### src/rtl/shw_pkg.sv
`timescale 1ns/1ps
// shw_pkg: shared types for the shared DRAM host window.
// Assumes a single host region decode yields one region per access.
package shw_pkg;
    typedef enum logic [1:0] {
        RG_NONE  = 2'd0,
        RG_PLAIN = 2'd1,
        RG_VIEW1 = 2'd2,
        RG_VIEW2 = 2'd3
    } region_e;

    localparam int FLAG_A = 0;
    localparam int FLAG_B = 1;
    localparam int NUM_FLAGS = 2;
endpackage

### src/rtl/shw_decode.sv
`timescale 1ns/1ps
// shw_decode: classifies the upper host address bits into a region.
// Also reports whether a plain-window access falls in its lower half.
// Assumes PLAIN_LOG2 > TAG_LSB and that the regions do not overlap.
module shw_decode
    import shw_pkg::*;
#(
    parameter int              AW         = 24,
    parameter int              TAG_LSB    = 16,
    parameter int              PLAIN_LOG2 = 17,
    parameter logic [AW-1:0]   PLAIN_BASE = 24'h300000,
    parameter logic [AW-1:0]   VIEW1_BASE = 24'h390000,
    parameter logic [AW-1:0]   VIEW2_BASE = 24'h3A0000
) (
    input  logic               sel,
    input  logic [AW-1:TAG_LSB] addr_hi,
    output region_e            region,
    output logic               low_half
);
    localparam logic [AW-1:PLAIN_LOG2] PLAIN_TAG = PLAIN_BASE[AW-1:PLAIN_LOG2];
    localparam logic [AW-1:TAG_LSB]    V1_TAG    = VIEW1_BASE[AW-1:TAG_LSB];
    localparam logic [AW-1:TAG_LSB]    V2_TAG    = VIEW2_BASE[AW-1:TAG_LSB];

    // Region match, plain window first.
    always_comb begin
        region = RG_NONE;
        if (sel) begin
            if (addr_hi[AW-1:PLAIN_LOG2] == PLAIN_TAG) region = RG_PLAIN;
            else if (addr_hi == V1_TAG)                region = RG_VIEW1;
            else if (addr_hi == V2_TAG)                region = RG_VIEW2;
        end
    end

    // Lower-half indicator inside the plain window.
    assign low_half = (addr_hi[PLAIN_LOG2-1:TAG_LSB] == '0);
endmodule

### src/rtl/shw_cell_perm.sv
`timescale 1ns/1ps
// shw_cell_perm: pure wiring permutation of a word index for tile readout.
// Bit 0 and the bits above COL_W+ROW_W stay in place. The COL_W bits from
// bit 1 move up above the row field, and the ROW_W bits after them move
// down to bit 1. Assumes 1+COL_W+ROW_W <= IW.
module shw_cell_perm #(
    parameter int IW    = 15,
    parameter int COL_W = 5,
    parameter int ROW_W = 6
) (
    input  logic [IW-1:0] w,
    output logic [IW-1:0] idx
);
    localparam int KEEP_LSB = 1 + COL_W + ROW_W;

    // Bit 0 passes straight through.
    assign idx[0] = w[0];

    for (genvar c = 0; c < COL_W; c++) begin : g_col
        // Column bits move above the row field.
        assign idx[1 + ROW_W + c] = w[1 + c];
    end

    for (genvar r = 0; r < ROW_W; r++) begin : g_row
        // Row bits move down to the bottom.
        assign idx[1 + r] = w[1 + COL_W + r];
    end

    for (genvar k = KEEP_LSB; k < IW; k++) begin : g_keep
        // High bits keep their place.
        assign idx[k] = w[k];
    end
endmodule

### src/rtl/shw_wait_flags.sv
`timescale 1ns/1ps
// shw_wait_flags: coprocessor wait flags, set by the coprocessor and
// cleared by host mailbox writes. Clear beats set in the same cycle.
// Assumes set and clr are synchronous to clk.
module shw_wait_flags #(
    parameter int N = 2
) (
    input  logic         clk,
    input  logic         rst_n,
    input  logic [N-1:0] set,
    input  logic [N-1:0] clr,
    output logic [N-1:0] flags
);
    // Flag register update with clear priority.
    always_ff @(posedge clk) begin
        if (!rst_n) flags <= '0;
        else        flags <= (flags | set) & ~clr;
    end

    for (genvar i = 0; i < N; i++) begin : g_chk
        AST_CLEAR_WINS: assert property (@(posedge clk) disable iff (!rst_n)
            clr[i] |=> !flags[i]);
        AST_SET_TAKES: assert property (@(posedge clk) disable iff (!rst_n)
            (set[i] && !clr[i]) |=> flags[i]);
        AST_FLAG_HOLDS: assert property (@(posedge clk) disable iff (!rst_n)
            (!set[i] && !clr[i]) |=> $stable(flags[i]));
    end
endmodule

### src/rtl/shared_dram_window.sv
`timescale 1ns/1ps
// shared_dram_window: host port onto a coprocessor's 16-bit DRAM.
// It provides a plain byte/word window and two read-only permuted views,
// and it snoops mailbox word writes to release coprocessor wait flags.
// Assumes a combinational DRAM read and DRAM writes that commit at the
// clock edge while mem_we is high. A write strobe takes precedence over a
// read strobe.
module shared_dram_window
    import shw_pkg::*;
#(
    parameter int            AW          = 24,
    parameter int            TAG_LSB     = 16,
    parameter int            PLAIN_LOG2  = 17,
    parameter logic [AW-1:0] PLAIN_BASE  = 24'h300000,
    parameter logic [AW-1:0] VIEW1_BASE  = 24'h390000,
    parameter logic [AW-1:0] VIEW2_BASE  = 24'h3A0000,
    parameter int            VIEW1_COL_W = 5,
    parameter int            VIEW2_COL_W = 4,
    parameter int            ROW_W       = 6,
    parameter logic [TAG_LSB-1:0] MBOX_A = 16'hFE06,
    parameter logic [TAG_LSB-1:0] MBOX_B = 16'hFE08
) (
    input  logic        clk,
    input  logic        rst_n,
    input  logic        host_sel,
    input  logic [23:0] host_addr,
    input  logic [15:0] host_wdata,
    input  logic        host_rd,
    input  logic        host_wr,
    input  logic        host_word,
    output logic [15:0] host_rdata,
    output logic        host_hit,
    output logic [15:0] mem_addr,
    output logic        mem_re,
    output logic        mem_we,
    output logic [1:0]  mem_be,
    output logic [15:0] mem_wdata,
    input  logic [15:0] mem_rdata,
    input  logic        cp_set_a,
    input  logic        cp_set_b,
    output logic        wait_a,
    output logic        wait_b
);
    localparam int MEM_AW  = PLAIN_LOG2 - 1;
    localparam int VIEW_IW = TAG_LSB - 1;
    localparam int PAD_W   = MEM_AW - VIEW_IW;

    region_e              region;
    logic                 low_half;
    logic [VIEW_IW-1:0]   view_w;
    logic [VIEW_IW-1:0]   view_idx [2];
    logic [NUM_FLAGS-1:0] snoop_clr;
    logic [NUM_FLAGS-1:0] flags;
    logic                 snoop_wr;

    shw_decode #(
        .AW(AW), .TAG_LSB(TAG_LSB), .PLAIN_LOG2(PLAIN_LOG2),
        .PLAIN_BASE(PLAIN_BASE), .VIEW1_BASE(VIEW1_BASE), .VIEW2_BASE(VIEW2_BASE)
    ) u_decode (
        .sel     (host_sel),
        .addr_hi (host_addr[AW-1:TAG_LSB]),
        .region  (region),
        .low_half(low_half)
    );

    assign view_w = host_addr[VIEW_IW:1];

    for (genvar g = 0; g < 2; g++) begin : g_view
        shw_cell_perm #(
            .IW(VIEW_IW), .COL_W(g == 0 ? VIEW1_COL_W : VIEW2_COL_W), .ROW_W(ROW_W)
        ) u_perm (
            .w  (view_w),
            .idx(view_idx[g])
        );
    end

    // DRAM port control per region and strobe.
    always_comb begin
        mem_addr  = '0;
        mem_re    = 1'b0;
        mem_we    = 1'b0;
        mem_be    = 2'b00;
        mem_wdata = '0;
        host_hit  = 1'b0;
        unique case (region)
            RG_PLAIN: begin
                mem_addr = host_addr[MEM_AW:1];
                host_hit = host_wr | host_rd;
                if (host_wr) begin
                    mem_we    = 1'b1;
                    mem_be    = host_word ? 2'b11 : (host_addr[0] ? 2'b01 : 2'b10);
                    mem_wdata = host_word ? host_wdata : {host_wdata[7:0], host_wdata[7:0]};
                end else if (host_rd) begin
                    mem_re = 1'b1;
                end
            end
            RG_VIEW1, RG_VIEW2: begin
                if (host_rd && host_word && !host_wr) begin
                    mem_re   = 1'b1;
                    host_hit = 1'b1;
                    mem_addr = {{PAD_W{1'b0}}, view_idx[region == RG_VIEW2 ? 1 : 0]};
                end
            end
            default: ;
        endcase
    end

    // Read data return with byte-lane selection.
    always_comb begin
        if (!mem_re)        host_rdata = '0;
        else if (host_word) host_rdata = mem_rdata;
        else if (host_addr[0]) host_rdata = {8'h00, mem_rdata[7:0]};
        else                host_rdata = {8'h00, mem_rdata[15:8]};
    end

    // Mailbox snoop on nonzero word writes to the lower half.
    always_comb begin
        snoop_wr = (region == RG_PLAIN) && low_half && host_wr && host_word
                   && (host_wdata != '0);
        snoop_clr[FLAG_A] = snoop_wr && (host_addr[TAG_LSB-1:0] == MBOX_A);
        snoop_clr[FLAG_B] = snoop_wr && (host_addr[TAG_LSB-1:0] == MBOX_B);
    end

    shw_wait_flags #(.N(NUM_FLAGS)) u_flags (
        .clk  (clk),
        .rst_n(rst_n),
        .set  ({cp_set_b, cp_set_a}),
        .clr  (snoop_clr),
        .flags(flags)
    );

    assign wait_a = flags[FLAG_A];
    assign wait_b = flags[FLAG_B];

    AST_VIEW_NO_WRITE: assert property (@(posedge clk) disable iff (!rst_n)
        (region inside {RG_VIEW1, RG_VIEW2}) |-> !mem_we);
    AST_BYTE_ONE_LANE: assert property (@(posedge clk) disable iff (!rst_n)
        (mem_we && !host_word) |-> ($countones(mem_be) == 1));
    AST_SNOOP_STORES: assert property (@(posedge clk) disable iff (!rst_n)
        (|snoop_clr) |-> (mem_we && mem_be == 2'b11));
    AST_NO_SEL_IDLE: assert property (@(posedge clk) disable iff (!rst_n)
        !host_sel |-> (!mem_we && !mem_re && !host_hit));
endmodule

### config.mk
export PLATFORM = sky130hd
export DESIGN_NAME = shared_dram_window
export DESIGN_NICKNAME = d
export VERILOG_FILES = /design/src/rtl/shw_pkg.sv /design/src/rtl/shw_decode.sv /design/src/rtl/shw_cell_perm.sv /design/src/rtl/shw_wait_flags.sv /design/src/rtl/shared_dram_window.sv
export SDC_FILE = /design/constraint.sdc
export NUM_CORES = 1
export LEC_CHECK = 0
export CAP_MARGIN = 5
export CELL_PAD_IN_SITES_DETAIL_PLACEMENT = 1
export CELL_PAD_IN_SITES_GLOBAL_PLACEMENT = 1
export CORE_MARGIN = 4
export CORE_UTILIZATION = 19
export CTS_CLUSTER_SIZE = 25
export DETAILED_ROUTE_END_ITERATION = 10
export PLACE_DENSITY_LB_ADDON = 0.1
export RECOVER_POWER = 100
export SLEW_MARGIN = 20
export SYNTH_ARGS = -nofsm -noshare
export SYNTH_HDL_FRONTEND = slang
export SYNTH_HIERARCHICAL = 1
export SYNTH_SLANG_ARGS = --single-unit
### constraint.sdc
create_clock -name clk -period 4.2 [get_ports clk]
set_input_delay 1.05 -clock clk [delete_from_list [all_inputs] [get_ports clk]]
set_output_delay 1.05 -clock clk [all_outputs]
set_load 0.03 [all_outputs]
After elaboration in Yosys (flattened, before gate mapping):

Cells that the tools add are included.
Widths: inputs -> output; s select.

* logic and storage cells: 54
* register bits after elaboration: 2
* input bits: 64

* mux-type cells: 27
* bitwise gates (word level): 6
* order comparisons: 1
* reductions and logical operators: 11
* equality and inequality tests: 8

Operators by type and width (count)
* $mux 16: 5
* $mux 15: 3
* $eq 16x16->1 const B: 2
* $ge 32x2->1 const B: 1
* $not 1->32: 1
* $pmux 16 s2: 1
* $eq 8x6->1 const B: 2
* $mux 2: 8
* $reduce_bool 16->1: 1
* $mux 12: 1
* $logic_and 1x1->1: 8
* $mux 8: 1
* $eq 7x5->1 const B: 1
* $mux 1: 6
* $eq 2x2->1 const B: 2
* $pmux 1 s2: 2
* $and 2x2->2: 1
* $eq 2x1->1 const B: 1
* $not 2->2: 1
* $or 2x2->2: 1
* $reduce_or 2->1: 1
* $logic_not 1->1: 1
* $not 1->1: 1
* $or 1x1->1: 1

Depth between registers and ports, before layout:

* depth after elaboration: 13
* gate-level depth with buffers: 8

By module:

Netlist, hierarchy kept.

Modules (own cells, without submodules)
* shared_dram_window: cells each 160, instances 1, area an instance 927.1 um^2, sequential area each 0.0 um^2
* shw_cell_perm: cells each 15, instances 2, area an instance 112.6 um^2, sequential area each 0.0 um^2
* shw_wait_flags: cells each 6, instances 1, area an instance 72.6 um^2, sequential area each 40.0 um^2
* shw_decode: cells each 8, instances 1, area an instance 71.3 um^2, sequential area each 0.0 um^2

Worst setup path before layout:

No wires, ideal clock.

* path type: input to output
* start point: in host_addr[23]
* end point: out mem_addr[11]
* slack: 0.151 ns
* data required time: 3.150 ns
* buffers on the path: 1
* cell stages on the path: 6
* arrival: 2.999 ns
* cells stage by stage: nand4bb_1 -> nor4b_2 -> and4b_1 -> clkbuf_1 -> a21oi_1 -> mux2i_1

* longest elaborated chain between the ends: 13
* elaborated cells on any way between the ends: 18
* classes of those cells: 6 x eq/ne; 10 x mux; 1 x bitwise; 1 x reduce/logical

RTL lines
* start, declared: line shared_dram_window.sv:26 `input logic [23:0] host_addr,`
* $eq 8x6->1: line shw_decode.sv:30 `else if (addr_hi == V2_TAG) region = RG_VIEW2;`
* $mux 2: line shw_decode.sv:30
* $mux 2: line shw_decode.sv:29 `else if (addr_hi == V1_TAG) region = RG_VIEW1;`
* $mux 2 *: line shw_decode.sv:28 `if (addr_hi[AW-1:PLAIN_LOG2] == PLAIN_TAG) region = RG_PLAIN;`
* $mux 2 *: line shw_decode.sv:27 `if (sel) begin`
* named net region[1]: line shared_dram_window.sv:48 `region_e region;`
* $eq 2x2->1: line shared_dram_window.sv:85, shared_dram_window.sv:101
* $mux 1: line shared_dram_window.sv:101 `mem_addr = {{PAD_W{1'b0}}, view_idx[region == RG_VIEW2 ? 1 : 0]};`
* $not 1->32: line shared_dram_window.sv:101
* $mux 12: line shared_dram_window.sv:101
* $mux 15 (2 in a row): line shared_dram_window.sv:101
* $mux 15: line shared_dram_window.sv:98 `if (host_rd && host_word && !host_wr) begin`
* $pmux 16 s2 *: line shared_dram_window.sv:85 `unique case (region)`
* end, declared: line shared_dram_window.sv:33 `output logic [15:0] mem_addr,`

The timed path passes the listed nets; every way through them passes the cells marked *. The select of a mux whose other input is x is not followed.

Worst setup path after layout:

* start point: in host_sel
* end point: out mem_addr[1]

* longest elaborated chain between the ends: 9
* elaborated cells on any way between the ends: 12
* classes of those cells: 3 x eq/ne; 7 x mux; 1 x bitwise; 1 x reduce/logical

RTL lines
* start, declared: line shared_dram_window.sv:25 `input logic host_sel,`
* $mux 2 *: line shw_decode.sv:27
* named net region[1]: line shared_dram_window.sv:48
* $eq 2x2->1: line shared_dram_window.sv:85, shared_dram_window.sv:101
* $mux 1: line shared_dram_window.sv:101
* $not 1->32: line shared_dram_window.sv:101
* $mux 12: line shared_dram_window.sv:101
* $mux 15 (2 in a row): line shared_dram_window.sv:101
* $mux 15: line shared_dram_window.sv:98
* $pmux 16 s2 *: line shared_dram_window.sv:85

Marks and branches as above.

==> run_results.csv <==
group,metric,value,unit
final_layout,largest_reg_flops,2,
min_path,hp-start,"u_flags/flags[0]$_SDFF_PN0_",
critical_path,worst_ep_arrival_time,3.05,ns
critical_path,crit_top_cell,"buf_4",
critical_path,startpoint_type,"input pin",
critical_path,critPathKind,"in2out",
final_layout,top_register,"u_flags/flags",
synthesis,ys.flop_type,"dfxtp_1",
synthesis,netlist.area_leader.share,17.8,%
drt,routed_wl,5.88,mm
critical_path,critical-path-top-delay-family,"buffers and inverters",
die,die_area,8210,µm²
synthesis,synth-edff-count,0,
drt,vias_per_cell,4.60,
grt,antenna_found_initial,0,
synthesis,synth_cell_types,32,
drt,detail_route.first_pass.iterations,4,
grt,grt_pass1_vias,1764,
power,finalPower,219,µW
grt,gr-total-overflow,0,
die,core_area,6490,µm²
critical_path,slowest_stage,"clkdlybuf4s50_1",
critical_path,crit_chain,"clkdlybuf4s50_1 > nand2b_4 > nor4b_4 > buf_4 > and4b_2 > clkbuf_16 > a21oi_1 > mux2i_1 > buf_4",
grt,grt_pass1_wl,9.06,mm
synthesis,syn-num-nets,268,
critical_path,slowest_delay,0.51,ns
flow_run,maxCapViolations,0,
final_layout,flow.area_growth_from_synthesis,93.0,%
timing,hold_viol,0,
timing,setup_viol,0,
synthesis,synth_seq_area_share,3.09,%
timing,whs,0.511,ns
grt,grt_usage,13.1,%
power,p_per_area,87.7,nW/µm²
clock_tree,cts_tree,"yes",
synthesis,synth.largest_area_cell,"mux2i_1",
timing,post-route-min-period,4.10,ns
critical_path,worstSetupStartpoint,"host_sel",
clock_tree,cts_root_buffer,"clkbuf_8",
run_status,status,"completed",
place,io_buffers,118,
grt,grt_start_max_net_pins,31,
synthesis,synth_area_leaders,"mux2i_1, buf_4, a21oi_1, nand2_1, nor2b_1",
synthesis,syn_avg_cell_area,6.35,µm²
critical_path,cp.required,3.15,ns
drt,drtIter0Drc,50,
timing,clock_skew,0,ns
timing,worstMarginPinSlew,0.620,ns
synthesis,ys_ff_latch,2,
final_layout,antenna_cells,0,
drt,wl_per_cell,15.6,µm
final_layout,nets,365,
die,initial_core_util,20.0,%
final_layout,largest_registers,"u_flags/flags (2)",
drt,drc,0,
die,die_y,90.6,µm
die,fp.dieW,90.6,µm
critical_path,cp_max_fo,15,
die,num_rows,29,
clock_tree,cts_hold_buf,0,
final_layout,n_fill_cell,818,
critical_path,cp-end-kind,"output port",
timing,finalCritPeriodShare,97.6,%
synthesis,synth_warnings,6,
timing,slew_violations,0,
power,power_leakage,0.00117,µW
clock_tree,cts_sinks,2,
critical_path,r2r-start,"u_flags/flags[1]$_SDFF_PN0_",
final_layout,drive_gt1_share,24.4,%
clock_tree,clock_path_buffers,2,
clock_tree,clkTransAtPathRegs,0.03,ns
clock_tree,cts_made_buffers,3,
min_path,hold_path.class,"reg2reg",
power,peakVddDrop,0.0823,mV
drt,via_count,1730,
clock_tree,clk_latency,0.21,ns
clock_tree,cts_max_level,1,
synthesis,syn_area,1300,µm²
timing,max_freq,244,MHz
timing,maxSlewHeadroom,58.5,%
synthesis,postSynthCellCount,204,
drt,ant_nets,0,
place,globalplace.congestion,0.740,
place,hpwl,4.75,mm
critical_path,critPathBufInv,4,
die,ioPinCount,119,
synthesis,async_flop_share,0,%
## layout make-up
class                      instances  area (µm²)  share of cell area, %
timing repair buffer             134        1290                   51.5
multi-input combinational        154        1010                   40.5
tap                               77        96.3                   3.85
clock buffer                       3        41.3                   1.65
sequential                         2        40.0                   1.60
inverter                           6        22.5                  0.900
## layer usage
layer	share of wire (%)	track usage (%)	wire, µm
met5	0	0	0
met4	0	1.91	0
met3	9.7	5.00	569
met2	47	21.7	2790
met1	43	16.5	2520
## repair_timing
item	CTS	global route
hold endpoints to repair	0	0
gates resized for setup	10	11
buffers inserted	0	1
pin swaps	2	5
cloned	0	2
endpoints found under the setup margin	24	28
## through the flow
step | std cells | TNS, ns | util (%) | setup slack, ns | instance area, µm²
floorplan | 204 | 0 | - | 0.151 | 1300
global placement | 370 | -0.0187 | 36.7 | -0.0187 | 2380
detailed placement | 370 | -0.362 | 36.7 | -0.0442 | 2380
CTS | 373 | 0 | 37.5 | 0.0168 | 2440
global route | 376 | -0.00255 | 38.5 | -0.00209 | 2500
finish | 376 | 0 | 38.5 | 0.0989 | 2500
## power by group
part           switching [µW]  internal (µW)  total [µW]  leakage, µW
sequential              0.536           20.5        21.1    0.0000168
combinational            48.4           75.5         124      0.00114
clock                    13.9           60.5        74.4    0.0000216
total                    62.8            157         219      0.00117
## synth_stat cells (all sizes together), types with 2 or more instances
cell type  number
nor2           14
o21ai           9
mux2i          23
dfxtp           2
clkbuf          8
buf            34
nand2          27
or4             2
nor2b          15
inv             6
nand2b          2
and2            8
a21oi          24
nor3b           2
nand3b          3
nor4            6
and3            8
## worst min-delay path: cells and delay by family (launching register included)
kind             cells  cell delay [ns]
flip-flops           1             0.29
AND/OR/NAND/NOR      2             0.17
## final timing paths
kind	to	slack [ns]	cells after the start
worst max register to register	u_flags/flags[1]$_SDFF_PN0_	3.61	2
worst min-delay path	u_flags/flags[0]$_SDFF_PN0_	0.51	2
worst max-delay path	mem_addr[1]	0.1	9
worst min register to register	u_flags/flags[0]$_SDFF_PN0_	0.51	2
## placed cells by master, fill, tap and decap left out, drive strengths merged, types with 3 or more instances in the layout
cell           synthesis  final
and3                   8      8
mux2i                 23     23
inv                    6      6
dlygate4sd2            0      8
nor4                   6      6
nand3b                 3      3
nand2                 27     27
o21ai                  9      9
bufbuf                 0      6
clkbuf                 8     11
buf                   34     47
a21oi                 24     24
and2                   8      8
clkdlybuf4s50          0     57
nor2                  14     14
dlymetal6s2s           0      6
nor2b                 15     15
## kinds of logic (layout without fill, tap and decap cells)
| logic type | Yosys count | after routing | synth area share (%) |
|---|---|---|---|
| simple gates | 94 | 94 | 40.7 |
| buf+inv | 48 | 143 | 22.8 |
| compound gates | 36 | 36 | 15.0 |
| flops | 2 | 2 | 3.09 |
| mux | 23 | 23 | 17.8 |
| xor+xnor | 1 | 1 | 0.676 |
Note: power is estimated with default switching activity, not from simulation.
